<file path="src/rtl/rbu_pkg.sv">
package rbu_pkg;

   typedef enum logic [1:0] {
      K_JUMP    = 2'd0,
      K_CALL    = 2'd1,
      K_RET     = 2'd2,
      K_RESTART = 2'd3
   } req_kind_e;

endpackage

</file>
<file path="src/rtl/rbu_cond_sel.sv">
module rbu_cond_sel #(
   parameter int N_FLAGS = 4,
   parameter int SEL_W   = $clog2(N_FLAGS)
) (
   input  logic [N_FLAGS-1:0] flags_i,
   input  logic [SEL_W-1:0]   sel_i,
   input  logic               polarity_i,
   input  logic               conditional_i,
   output logic               pass_o
);

   logic picked;

   assign picked = flags_i[sel_i];
   assign pass_o = !conditional_i || (picked == polarity_i);

endmodule

</file>
<file path="src/rtl/rbu_target.sv">
module rbu_target #(
   parameter int BYTE_W    = 8,
   parameter int PC_W      = 14,
   parameter int VEC_W     = 3,
   parameter int VEC_SHIFT = 3
) (
   input  logic [BYTE_W-1:0] hi_i,
   input  logic [BYTE_W-1:0] lo_i,
   input  logic [VEC_W-1:0]  vec_i,
   output logic [PC_W-1:0]   jump_tgt_o,
   output logic [PC_W-1:0]   vec_tgt_o
);

   localparam int RAW_W = 2 * BYTE_W;

   logic [RAW_W-1:0] raw;
   assign raw = {hi_i, lo_i};

   generate
      if (PC_W <= RAW_W) begin : g_trunc
         assign jump_tgt_o = raw[PC_W-1:0];
      end else begin : g_zext
         assign jump_tgt_o = {{(PC_W-RAW_W){1'b0}}, raw};
      end
   endgenerate

   assign vec_tgt_o = PC_W'(vec_i) << VEC_SHIFT;

endmodule

</file>
<file path="src/rtl/rbu_stack.sv">
module rbu_stack #(
   parameter int PC_W  = 14,
   parameter int DEPTH = 8,
   parameter int PTR_W = $clog2(DEPTH)
) (
   input  logic             clk_i,
   input  logic             rst_ni,
   input  logic             push_i,
   input  logic             pop_i,
   input  logic [PC_W-1:0]  wdata_i,
   output logic [PC_W-1:0]  rdata_o,
   output logic [PTR_W-1:0] sp_o
);

   generate
      if ((DEPTH < 2) || ((DEPTH & (DEPTH - 1)) != 0)) begin : g_bad_depth
         $error("rbu_stack: DEPTH must be a power of two of at least 2");
      end
   endgenerate

   logic [PC_W-1:0]  ent_q [DEPTH];
   logic [PTR_W-1:0] sp_q;
   logic [PTR_W-1:0] sp_dec;

   assign sp_dec  = sp_q - PTR_W'(1);
   assign rdata_o = ent_q[sp_dec];
   assign sp_o    = sp_q;

   always_ff @(posedge clk_i or negedge rst_ni) begin
      if (!rst_ni) begin
         sp_q <= '0;
         for (int e = 0; e < DEPTH; e++) ent_q[e] <= '0;
      end else if (push_i) begin
         ent_q[sp_q] <= wdata_i;
         sp_q        <= sp_q + PTR_W'(1);
      end else if (pop_i) begin
         sp_q <= sp_dec;
      end
   end

endmodule

</file>
<file path="src/rtl/retstack_branch_unit.sv">
module retstack_branch_unit
   import rbu_pkg::*;
#(
   parameter int PC_W         = 14,
   parameter int BYTE_W       = 8,
   parameter int DEPTH        = 8,
   parameter int N_FLAGS      = 4,
   parameter int VEC_W        = 3,
   parameter int VEC_SHIFT    = 3,
   parameter int ST_W         = 4,
   parameter int ST_JMP_TAKEN = 11,
   parameter int ST_JMP_SKIP  = 9,
   parameter int ST_RET_TAKEN = 5,
   parameter int ST_RET_SKIP  = 3,
   parameter int ST_RESTART   = 5,
   localparam int CSEL_W      = $clog2(N_FLAGS),
   localparam int PTR_W       = $clog2(DEPTH)
) (
   input  logic               clk_i,
   input  logic               rst_ni,
   input  logic               req_valid_i,
   input  logic [1:0]         req_kind_i,
   input  logic               req_cond_i,
   input  logic               req_polarity_i,
   input  logic [CSEL_W-1:0]  req_csel_i,
   input  logic [N_FLAGS-1:0] flags_i,
   input  logic [BYTE_W-1:0]  tgt_lo_i,
   input  logic [BYTE_W-1:0]  tgt_hi_i,
   input  logic [VEC_W-1:0]   req_vec_i,
   input  logic [PC_W-1:0]    fallthru_i,
   output logic [PC_W-1:0]    pc_o,
   output logic               taken_o,
   output logic [ST_W-1:0]    states_o,
   output logic               done_o
);

   generate
      if (PC_W > 2 * BYTE_W) begin : g_bad_pc
         $error("retstack_branch_unit: PC_W exceeds two address bytes");
      end
      if (VEC_W + VEC_SHIFT > PC_W) begin : g_bad_vec
         $error("retstack_branch_unit: restart vectors do not fit the PC");
      end
      if (N_FLAGS != (1 << CSEL_W)) begin : g_bad_flags
         $error("retstack_branch_unit: N_FLAGS must be a power of two");
      end
      if (ST_JMP_TAKEN >= (1 << ST_W)) begin : g_bad_st
         $error("retstack_branch_unit: ST_W too narrow for state counts");
      end
   endgenerate

   req_kind_e         kind;
   logic              pass_w;
   logic              push_w;
   logic              pop_w;
   logic [PC_W-1:0]   jump_tgt_w;
   logic [PC_W-1:0]   vec_tgt_w;
   logic [PC_W-1:0]   ret_addr_w;
   logic [PTR_W-1:0]  sp_w;

   logic [PC_W-1:0]   nxt_pc;
   logic              nxt_taken;
   logic [ST_W-1:0]   nxt_st;

   logic [PC_W-1:0]   pc_q;
   logic              taken_q;
   logic [ST_W-1:0]   states_q;
   logic              done_q;

   assign kind = req_kind_e'(req_kind_i);

   rbu_cond_sel #(
      .N_FLAGS (N_FLAGS)
   ) u_cond (
      .flags_i       (flags_i),
      .sel_i         (req_csel_i),
      .polarity_i    (req_polarity_i),
      .conditional_i (req_cond_i),
      .pass_o        (pass_w)
   );

   rbu_target #(
      .BYTE_W    (BYTE_W),
      .PC_W      (PC_W),
      .VEC_W     (VEC_W),
      .VEC_SHIFT (VEC_SHIFT)
   ) u_tgt (
      .hi_i       (tgt_hi_i),
      .lo_i       (tgt_lo_i),
      .vec_i      (req_vec_i),
      .jump_tgt_o (jump_tgt_w),
      .vec_tgt_o  (vec_tgt_w)
   );

   // A restart ignores the condition; calls and restarts push when acting.
   assign push_w = req_valid_i &&
                   ((kind == K_RESTART) || ((kind == K_CALL) && pass_w));
   assign pop_w  = req_valid_i && (kind == K_RET) && pass_w;

   rbu_stack #(
      .PC_W  (PC_W),
      .DEPTH (DEPTH)
   ) u_stack (
      .clk_i   (clk_i),
      .rst_ni  (rst_ni),
      .push_i  (push_w),
      .pop_i   (pop_w),
      .wdata_i (fallthru_i),
      .rdata_o (ret_addr_w),
      .sp_o    (sp_w)
   );

   always_comb begin
      nxt_pc    = fallthru_i;
      nxt_taken = 1'b0;
      nxt_st    = ST_W'(ST_JMP_SKIP);
      unique case (kind)
         K_JUMP, K_CALL: begin
            nxt_taken = pass_w;
            if (pass_w) begin
               nxt_pc = jump_tgt_w;
               nxt_st = ST_W'(ST_JMP_TAKEN);
            end
         end
         K_RET: begin
            nxt_taken = pass_w;
            nxt_st    = pass_w ? ST_W'(ST_RET_TAKEN) : ST_W'(ST_RET_SKIP);
            if (pass_w) nxt_pc = ret_addr_w;
         end
         K_RESTART: begin
            nxt_taken = 1'b1;
            nxt_pc    = vec_tgt_w;
            nxt_st    = ST_W'(ST_RESTART);
         end
         default: ;
      endcase
   end

   always_ff @(posedge clk_i or negedge rst_ni) begin
      if (!rst_ni) begin
         pc_q     <= '0;
         taken_q  <= 1'b0;
         states_q <= '0;
         done_q   <= 1'b0;
      end else begin
         done_q <= req_valid_i;
         if (req_valid_i) begin
            pc_q     <= nxt_pc;
            taken_q  <= nxt_taken;
            states_q <= nxt_st;
         end
      end
   end

   assign pc_o     = pc_q;
   assign taken_o  = taken_q;
   assign states_o = states_q;
   assign done_o   = done_q;

endmodule

</file>
<file path="config.mk">
export PLATFORM = sky130hd
export DESIGN_NAME = retstack_branch_unit
export DESIGN_NICKNAME = d
export VERILOG_FILES = /design/src/rtl/rbu_pkg.sv /design/src/rtl/rbu_cond_sel.sv /design/src/rtl/rbu_target.sv /design/src/rtl/rbu_stack.sv /design/src/rtl/retstack_branch_unit.sv
export SDC_FILE = /design/constraint.sdc
export NUM_CORES = 1
export LEC_CHECK = 0
export ABC_AREA = 1
export CAP_MARGIN = 25
export CELL_PAD_IN_SITES_DETAIL_PLACEMENT = 1
export CELL_PAD_IN_SITES_GLOBAL_PLACEMENT = 2
export CORE_MARGIN = 4
export CORE_UTILIZATION = 36
export CTS_BUF_LIST = sky130_fd_sc_hd__clkbuf_8
export CTS_CLUSTER_SIZE = 28
export DETAILED_ROUTE_END_ITERATION = 12
export PLACE_DENSITY = 0.85
export SETUP_SLACK_MARGIN = 0.5
export SLEW_MARGIN = 20
export SYNTH_ARGS = -nofsm -noshare
export SYNTH_HDL_FRONTEND = slang
export SYNTH_SLANG_ARGS = --single-unit
</file>
<file path="constraint.sdc">
create_clock -name clk_i -period 2.61 [get_ports clk_i]
set_input_delay 0.522 -clock clk_i [delete_from_list [all_inputs] [get_ports clk_i]]
set_output_delay 0.522 -clock clk_i [all_outputs]
set_load 0.05 [all_outputs]
</file>
-- Yosys cells after proc, flatten, opt, wreduce, memory -nomap -nowiden
Index checks and enable logic that the tools add are counted.
- flip-flop bits (word level): 135
- latch bits: 0
- memory bits (writable): 0
- bits in read-only memories: 0
- word-level logic and storage cells: 54
- memories kept: 0
- $add $sub $neg: 2
- multipliers: 0
- div/mod/pow operators: 0
- magnitude comparators: 4
- eq/ne operators: 4
- shift operators: 0
- multiplexer cells: 17
- bitwise operators: 2
- reduce and logical (&&, ||, !) cells: 12
- operator list (cell ; number):
    112-bit bitwise mux ; 1
    14-bit 2-to-1 mux ; 5
    14-bit binary-select mux with 3-bit select ; 1
    14-bit demux with 3-bit select ; 1
    14-bit case mux with 3 select lines ; 1
    4-bit case mux with 3 select lines ; 1
    3-bit 2-to-1 mux ; 3
    4-bit greater-or-equal comparator (second input constant) ; 2
    3-bit inverter with 4-bit output ; 2
    1-bit logical AND ; 5
    2-bit equality test (second input constant) ; 2
    4-bit by 1-bit < comparator with 1-bit output (second input constant) ; 1
    3-bit by 1-bit adder with 3-bit output (second input constant) ; 1
    2-bit by 3-bit < comparator with 1-bit output (second input constant) ; 1
    3-bit OR reduction ; 1
    3-bit by 1-bit subtractor with 3-bit output (second input constant) ; 1
    1-bit binary-select mux with 2-bit select ; 1
    2-bit by 1-bit equality test with 1-bit output (second input constant) ; 1
    2-bit logical NOT ; 1
    1-bit logical OR ; 2
    2-bit 2-to-1 mux ; 1
    1-bit case mux with 2 select lines ; 1
    2-bit nonzero test ; 1
    2-bit OR reduction ; 1
    3 further kinds ; 3

-- Longest topological paths before layout
Gate-level depths: netlist of run 1.
- word-level depth: 8
- mapped depth: 16

-- Cells and area by module
A second synthesis of run 1 with hierarchy kept.
- cells, all modules: 1066
- area, all modules: 7541.0 µm²
- modules (own cells, without submodules) (module ; instances ; cells each ; area an instance (µm²)):
    rbu_stack ; 1 ; 775 ; 5760.5
    retstack_branch_unit ; 1 ; 249 ; 1507.7
    rbu_target ; 1 ; 29 ; 214.0
    rbu_cond_sel ; 1 ; 13 ; 58.8

-- Least setup slack after synthesis of run 1
OpenSTA, ideal clock, no wires.
- path kind: register to register
- from: reg u_stack.sp_q[0] (netlist: u_stack.sp_o[0])
- to: reg pc_q[10] (netlist: pc_o[10])
- setup time: 0.118 ns
- data arrival time: 2.047 ns
- data required time: 2.492 ns
- path slack: 0.446 ns
- cell stages (with the launch flop): 17
- period minus slack after synthesis: 2.164 ns
- path through: dfrtp_1 buf_2 inv_2 buf_2 ha_1 inv_1 buf_2 buf_1 nand3_1 nand2_1 nand2_1 nand2_1 nand2_1 nand3_1 nand2_1 nand2_1 nand2_1
- word-level cells in the longest chain between the ends: 7
- RTL lines (element ; RTL line ; RTL):
    from (decl) ; rbu_stack.sv:22 ; logic [PTR_W-1:0] sp_q;
    from (signal assigned) ; rbu_stack.sv:35 ; sp_q <= sp_q + PTR_W'(1);
    from (signal assigned) ; rbu_stack.sv:37 ; sp_q <= sp_dec;
    3-bit by 1-bit subtractor with 3-bit output ; rbu_stack.sv:25 ; assign sp_dec = sp_q - PTR_W'(1);
    net u_stack.sp_dec[0] ; rbu_stack.sv:23 ; logic [PTR_W-1:0] sp_dec;
    3-bit inverter with 4-bit output (implied by the code) ; rbu_stack.sv:26 ; assign rdata_o = ent_q[sp_dec];
    14-bit binary-select mux with 3-bit select ; rbu_stack.sv:26 ;
    14-bit 2-to-1 mux (implied by the code) (2 in a row) ; rbu_stack.sv:26 ;
    14-bit 2-to-1 mux ; retstack_branch_unit.sv:128 ; if (pass_w) nxt_pc = ret_addr_w;
    14-bit case mux with 3 select lines ; retstack_branch_unit.sv:117 ; unique case (kind)
    to (signal assigned) ; retstack_branch_unit.sv:148 ; pc_q <= nxt_pc;
    to (decl) ; retstack_branch_unit.sv:65 ; logic [PC_W-1:0] pc_q;
The timed path passes the listed nets, and every way through them passes these cells. The select of a mux whose other input is x is not followed.
A chain may end at the register's enable or synchronous reset.

-- Worst setup path after layout of run 1
- from: reg u_stack.sp_q[1] (netlist: u_stack.sp_o[1])
- to: reg pc_q[11] (netlist: pc_o[11])
- word-level cells in the longest chain between the ends: 7
- RTL lines (element ; RTL line):
    3-bit by 1-bit subtractor with 3-bit output ; rbu_stack.sv:25
    3-bit inverter with 4-bit output (implied by the code) ; rbu_stack.sv:26
    14-bit binary-select mux with 3-bit select ; rbu_stack.sv:26
    14-bit 2-to-1 mux (implied by the code) (2 in a row) ; rbu_stack.sv:26
    14-bit 2-to-1 mux ; retstack_branch_unit.sv:128
    14-bit case mux with 3 select lines ; retstack_branch_unit.sv:117
No other way between the ends. The select of a mux whose other input is x is not followed.

==> results.yml, run 1 <==
detailed_routing:
  dr.pass1.iters: 4
  drt-initial-drc-count: 248
  drc: 0
  drtAntennaViolNets: 0
  drt-vias-per-instance: 5.03
  vias: 6245
  wl_per_cell_um: 17.3
  wl_um: 21500
global_route:
  grt_pass1_wl_um: 34400
  grt_max_degree: 63
  grt_usage: 0.197
  overflow: 0
  antenna_found_initial: 0
  grt_pass1_vias: 6431
worst_setup_path:
  cp.required_ns: 3.00
  crit_buf_inv: 3
  critical_path_class: "reg -> reg"
  cp_slowest_stage_delay_ns: 0.42
  cp_max_fo: 12
  end_kind: "flip-flop"
  slowest_stage: "dfrtp_2"
  crit_family: "simple AND/OR/NAND/NOR gates"
  cp_common_cell: "nand2_1"
  worstPathCellList: "inv_1 > ha_4 > clkinvlp_4 > buf_12 > nand3_1 > nand2_1 > nand2_1 > nand2_1 > nand2_1 > nand3_1 > nand2_1 > nand2_1 > nand2_1"
  worstSetupStartpointType: "flip-flop"
  arrival_ns: 2.32
die:
  dieArea_um2: 22300
  core_um2: 19600
  io-pin-count: 66
  die_y_um: 149
  die_x_um: 149
  initial_core_util: 0.368
  rows: 51
sta:
  fmax_mhz: 520
  worstMarginPinSlew_ns: 0.750
  slew_headroom: 0.500
  fin_crit_sh: 0.737
  rsz0062_at_grt: "no"
  fin_setup_tns_ns: 0
  skew_ns: 0.0122
  fin_ws_ns: 0.686
  period_needed_ns: 1.92
  finalHoldViolCount: 0
  holdWs_ns: 0.0301
  maxSlewViolCount: 0
  finalSetupViolations: 0
yosys:
  synth_fa_ha_area_frac: 0.00347
  synth_cells: 896
  synth_xor_area_frac: 0.00347
  yosysSeqAreaShare: 0.469
  synth_mux_area_frac: 0
  synth-simple-area-share: 0.352
  synth_fp_nets: 944
  syn_avg_cell_area_um2: 8.04
  synth_top_family_by_area: "simple AND/OR/NAND/NOR gates"
  ys_ff_latch: 135
  yosysWarnings: 0
  synth_area_um2: 7200
  synth_compound_area_frac: 0.106
  synth_cell_type_count: 28
layout:
  nets: 1013
  final_cells: 1242
  fin_area_um2: 8580
  drive_gt1_frac: 0.177
  nFillCells: 2402
  diodes: 0
  area_growth_pct: 19.1
placement:
  placed_cells: 1206
  io_buffers: 63
  place_area_um2: 8120
  gp_congestion: 0.726
  dp_hpwl_um: 14000
  place_ws_ns: 0.0257
clock_network:
  cts_buffer_depth: 2
  clkTransAtPathRegs_ns: 0.08
  htreeDepth: 4
  cts_tree: "yes"
  root_buffer: "clkbuf_8"
  clock_sinks: 135
  clkLatencyLatePin_ns: 0.45
  cts_buffers: 17
  hold_buffers: 0
power:
  p_per_area_nw_per_um2: 1100
  p_leak_nw: 4.15
  vdd_drop_max_mv: 0.433
outcome:
  status: "finished, final reports clean"
min_path:
  hp-class: "in -> async"
flow_run:
  cap_viol_max_count: 0
==> Yosys cell counts, drive strengths merged <==
cell type | number | area, um^2
clkbuf | 23 | 87.6
dfrtp | 135 | 3380
o21ai | 115 | 756
nor2 | 20 | 75.1
nand3 | 88 | 468
nand2 | 413 | 1640
or2 | 1 | 6.26
buf | 34 | 284
xnor2 | 2 | 25.0
inv | 27 | 101
nand3b | 1 | 7.51
ha | 2 | 25.0
clkinv | 1 | 3.75
o21a | 1 | 7.51
nand4 | 33 | 342
==> layout make-up <==
cell class	instances	area [um^2]	area share
Sequential cell	135	3380	0.394
Multi-Input combinational cell	676	3360	0.392
Timing Repair Buffer	107	1020	0.119
Tap cell	265	332	0.0387
Clock buffer	19	262	0.0305
Clock inverter	12	114	0.0133
Inverter	28	109	0.0127
==> final timing paths <==
kind	startpoint	endpoint	slack (ns)	depth (start not counted)
worst max-delay path	u_stack.sp_o[1]$_DFFE_PN0P_	pc_o[11]$_DFFE_PN0P_	0.69	13
worst min-delay path	rst_ni	u_stack.ent_q[88]$_DFFE_PN0P_	0.03	1
worst max register to register	u_stack.sp_o[1]$_DFFE_PN0P_	pc_o[11]$_DFFE_PN0P_	0.69	13
worst min register to register	states_o[0]$_DFFE_PN0P_	states_o[0]$_DFFE_PN0P_	0.46	1
max in group asynchronous	rst_ni	u_stack.ent_q[11]$_DFFE_PN0P_	1.82	2
min in group clk_i	states_o[0]$_DFFE_PN0P_	states_o[0]$_DFFE_PN0P_	0.46	1
==> power breakdown <==
part	switching [W]	internal [W]
registers	0.000509	0.00297
logic	0.00261	0.00167
clock network	0.000821	0.000876
==> metrics by stage <==
stage          power [W]  utilization
4_1_cts          0.00941        0.433
6_report         0.00944        0.438
3_5_place_dp     0.00767        0.415
5_1_grt           0.0103        0.438
2_1_floorplan    0.00635            -
3_3_place_gp     0.00753        0.415
==> worst register-to-register path: cells and delay by family, from the launching register on <==
family                     cells  cell delay, ns
and+or+nand+nor                9            0.67
buffers and inverters          3            0.47
DFF                            1            0.42
adders and majority gates      1            0.32
==> flip-flops by register name, summed over array words and instances, names as in the netlist <==
signal and cells:
done_o 1, taken_o 1, pc_o 14, states_o 4, u_stack.ent_q 112, u_stack.sp_o 3
==> cell usage in the layout (no fill, tap or decap), drive strengths merged <==
cell type,n
buf,45
bufinv,2
clkbuf,20
clkdlybuf4s50,41
clkinv,5
clkinvlp,3
dfrtp,135
dlygate4sd2,20
ha,2
inv,30
nand2,413
nand3,88
nand3b,1
nand4,33
nor2,20
o21a,1
o21ai,115
or2,1
xnor2,2
==> logic make-up after synthesis <==
logic type               Yosys count
AO/OA/AOI/OAI                    116
XOR/XNOR                           2
adder cells (fa/ha/maj)            2
buffers and inverters             85
flip-flops                       135
AND/OR/NAND/NOR                  556
==> timing repair <==
action	in CTS	in global routing
resized for setup	22	8
cloned	0	1
hold endpoints to repair	0	0
buffers inserted	1	3
pin swaps	0	1
setup endpoints to repair	31	34
==> metal layers <==
metal / part of all wire / wire length, um / vias up / GRT usage
met3: 0.027 / 575 / 18 / 0.0333
met1: 0.48 / 10200 / 3101 / 0.267
met2: 0.49 / 10400 / 73 / 0.331
li1: - / - / 3053 / -
met5: 0 / 0 / - / 0
met4: 0.013 / 274 / 0 / 0.0453
Power figures use the tool's default switching activity.
==> inputs of run 2 (changes only) <==
Clock period 2.61 ns to 1.8 ns, I/O delays scaled along.
==> results.yml, run 2 (synthesis gave the netlist of run 1 again) <==
die:
  die_y_um: 149
  dieArea_um2: 22300
  io-pin-count: 66
  die_x_um: 149
  rows: 51
  initial_core_util: 0.368
  core_um2: 19600
clock_network:
  root_buffer: "clkbuf_8"
  cts_tree: "yes"
  clkTransAtPathRegs_ns: 0.08
  cts_buffers: 17
  htreeDepth: 4
  clkLatencyLatePin_ns: 0.49
  clock_sinks: 135
  cts_buffer_depth: 2
layout:
  regMostFlops: "u_stack.ent_q"
  final_common_cell: "nand2_1"
  nets: 1112
  drive_gt1_frac: 0.452
  final_cells: 1341
  area_growth_pct: 59.9
  largest_reg_flops: 112
  layout_common_cells: "nand2_1 (279), dfrtp_1 (133), nand2_4 (97), o21ai_2 (88)"
  diodes: 0
worst_setup_path:
  cp.required_ns: 2.16
  end_kind: "flip-flop"
  cp_max_fo: 7
  crit_family: "buffers and inverters"
  arrival_ns: 2.24
  cp_slowest_stage_delay_ns: 0.45
  slowest_stage: "dfrtp_2"
  worstPathCellList: "buf_6 > buf_8 > buf_12 > buf_16 > buf_12 > ha_4 > xnor2_2 > nand3_1 > nand2_1 > nand2_1"
  critical_path_class: "reg -> reg"
  worstSetupStartpointType: "flip-flop"
  crit_buf_inv: 5
power:
  vdd_drop_max_mv: 0.730
  p_leak_nw: 5.38
  power.total_w: 0.0183
  p_per_area_nw_per_um2: 1590
sta:
  fin_ws_ns: -0.0812
  worstMarginPinSlew_ns: 0.559
  finalSetupViolations: 9
  fmax_mhz: 532
  period_needed_ns: 1.88
  finalHoldViolCount: 0
  skew_ns: 0.0130
  fin_crit_sh: 1.05
  maxSlewViolCount: 0
  slew_headroom: 0.627
  rsz0062_at_grt: "yes"
detailed_routing:
  drc: 0
  wl_per_cell_um: 24.2
  drt-vias-per-instance: 5.50
  dr.pass1.iters: 5
  drtAntennaViolNets: 0
  vias: 7379
  drt-initial-drc-count: 493
  wl_um: 32500
placement:
  placed_cells: 1236
  io_buffers: 63
  dp_hpwl_um: 14800
  place_ws_ns: -0.376
  gp_congestion: 0.759
global_route:
  overflow: 0
  grt_usage: 0.252
  grt_max_degree: 42
  grt_pass1_vias: 7404
  grt_pass1_wl_um: 43000
  antenna_found_initial: 0
outcome:
  violations: "setup timing"
  status: "finished with violations"
min_path:
  hp-class: "in -> reg"
flow_run:
  cap_viol_max_count: 0
run 2: area by class of cell:
type | count | area [um^2]
clock buffer | 18 | 248
clock inverter | 13 | 179
fill | 2178 | 8070
inverter | 28 | 140
multi-input combinational | 676 | 4530
sequential | 135 | 3380
tap | 265 | 332
timing repair buffer | 206 | 2710
run 2: path summary, 6_finish.rpt:
| kind | from | slack, ns | to | cells past startpoint |
|---|---|---|---|---|
| hold reg to reg | u_stack.ent_q[93]$_DFFE_PN0P_ | 0.50 | u_stack.ent_q[93]$_DFFE_PN0P_ | 2 |
| setup / recovery | u_stack.sp_o[0]$_DFFE_PN0P_ | -0.08 | u_stack.sp_o[2]$_DFFE_PN0P_ | 10 |
| hold / removal | req_valid_i | 0.24 | done_o$_DFF_PN0_ | 2 |
| min in group asynchronous | rst_ni | 0.34 | u_stack.ent_q[89]$_DFFE_PN0P_ | 2 |
| max in group asynchronous | rst_ni | 0.85 | u_stack.ent_q[68]$_DFFE_PN0P_ | 3 |
| setup reg to reg | u_stack.sp_o[0]$_DFFE_PN0P_ | -0.08 | u_stack.sp_o[2]$_DFFE_PN0P_ | 10 |
run 2: timing repair:
item                       in CTS  in global routing
setup buffers                  30                 19
cloned                         15                  9
hold endpoints to repair       31                  0
gates resized for setup       159                215
setup endpoints to repair     152                151
pin swaps                      14                 54
hold buffers                    1                  0
run 2: power breakdown:
part / switching [W] / total [W] / internal [W] / leakage (nW)
registers: 0.00136 / 0.00566 / 0.00430 / 1.70
clock network: 0.00135 / 0.00288 / 0.00153 / 0.224
logic: 0.00543 / 0.00981 / 0.00438 / 3.45
run 2: per-layer routing:
metal	vias up	GRT usage	wire, um
li1	3283	-	-
met1	3798	0.326	12700
met2	222	0.434	17100
met3	76	0.0454	1480
met4	0	0.0732	1210
met5	-	0	0
run 2: stage by stage:
step | utilization | hold WS, ns | setup TNS [ns] | instance area [um^2]
global placement | 0.445 | 0.295 | -40.66 | 8720
finish | 0.588 | 0.238 | -0.384 | 11500
detailed placement | 0.445 | 0.299 | -44.32 | 8720
floorplan | - | 0.0644 | 0 | 7460
global route | 0.588 | 0.229 | -1.63 | 11500
CTS | 0.525 | 0.255 | 0 | 10300
run 2: worst register-to-register path, stage by stage (launching register included):
cell and delay, ns:
dfrtp_2 0.45, buf_6 0.13, buf_8 0.12, buf_12 0.14, buf_16 0.15, buf_12 0.13, ha_4 0.17, xnor2_2 0.18
nand3_1 0.12, nand2_1 0.10, nand2_1 0.08
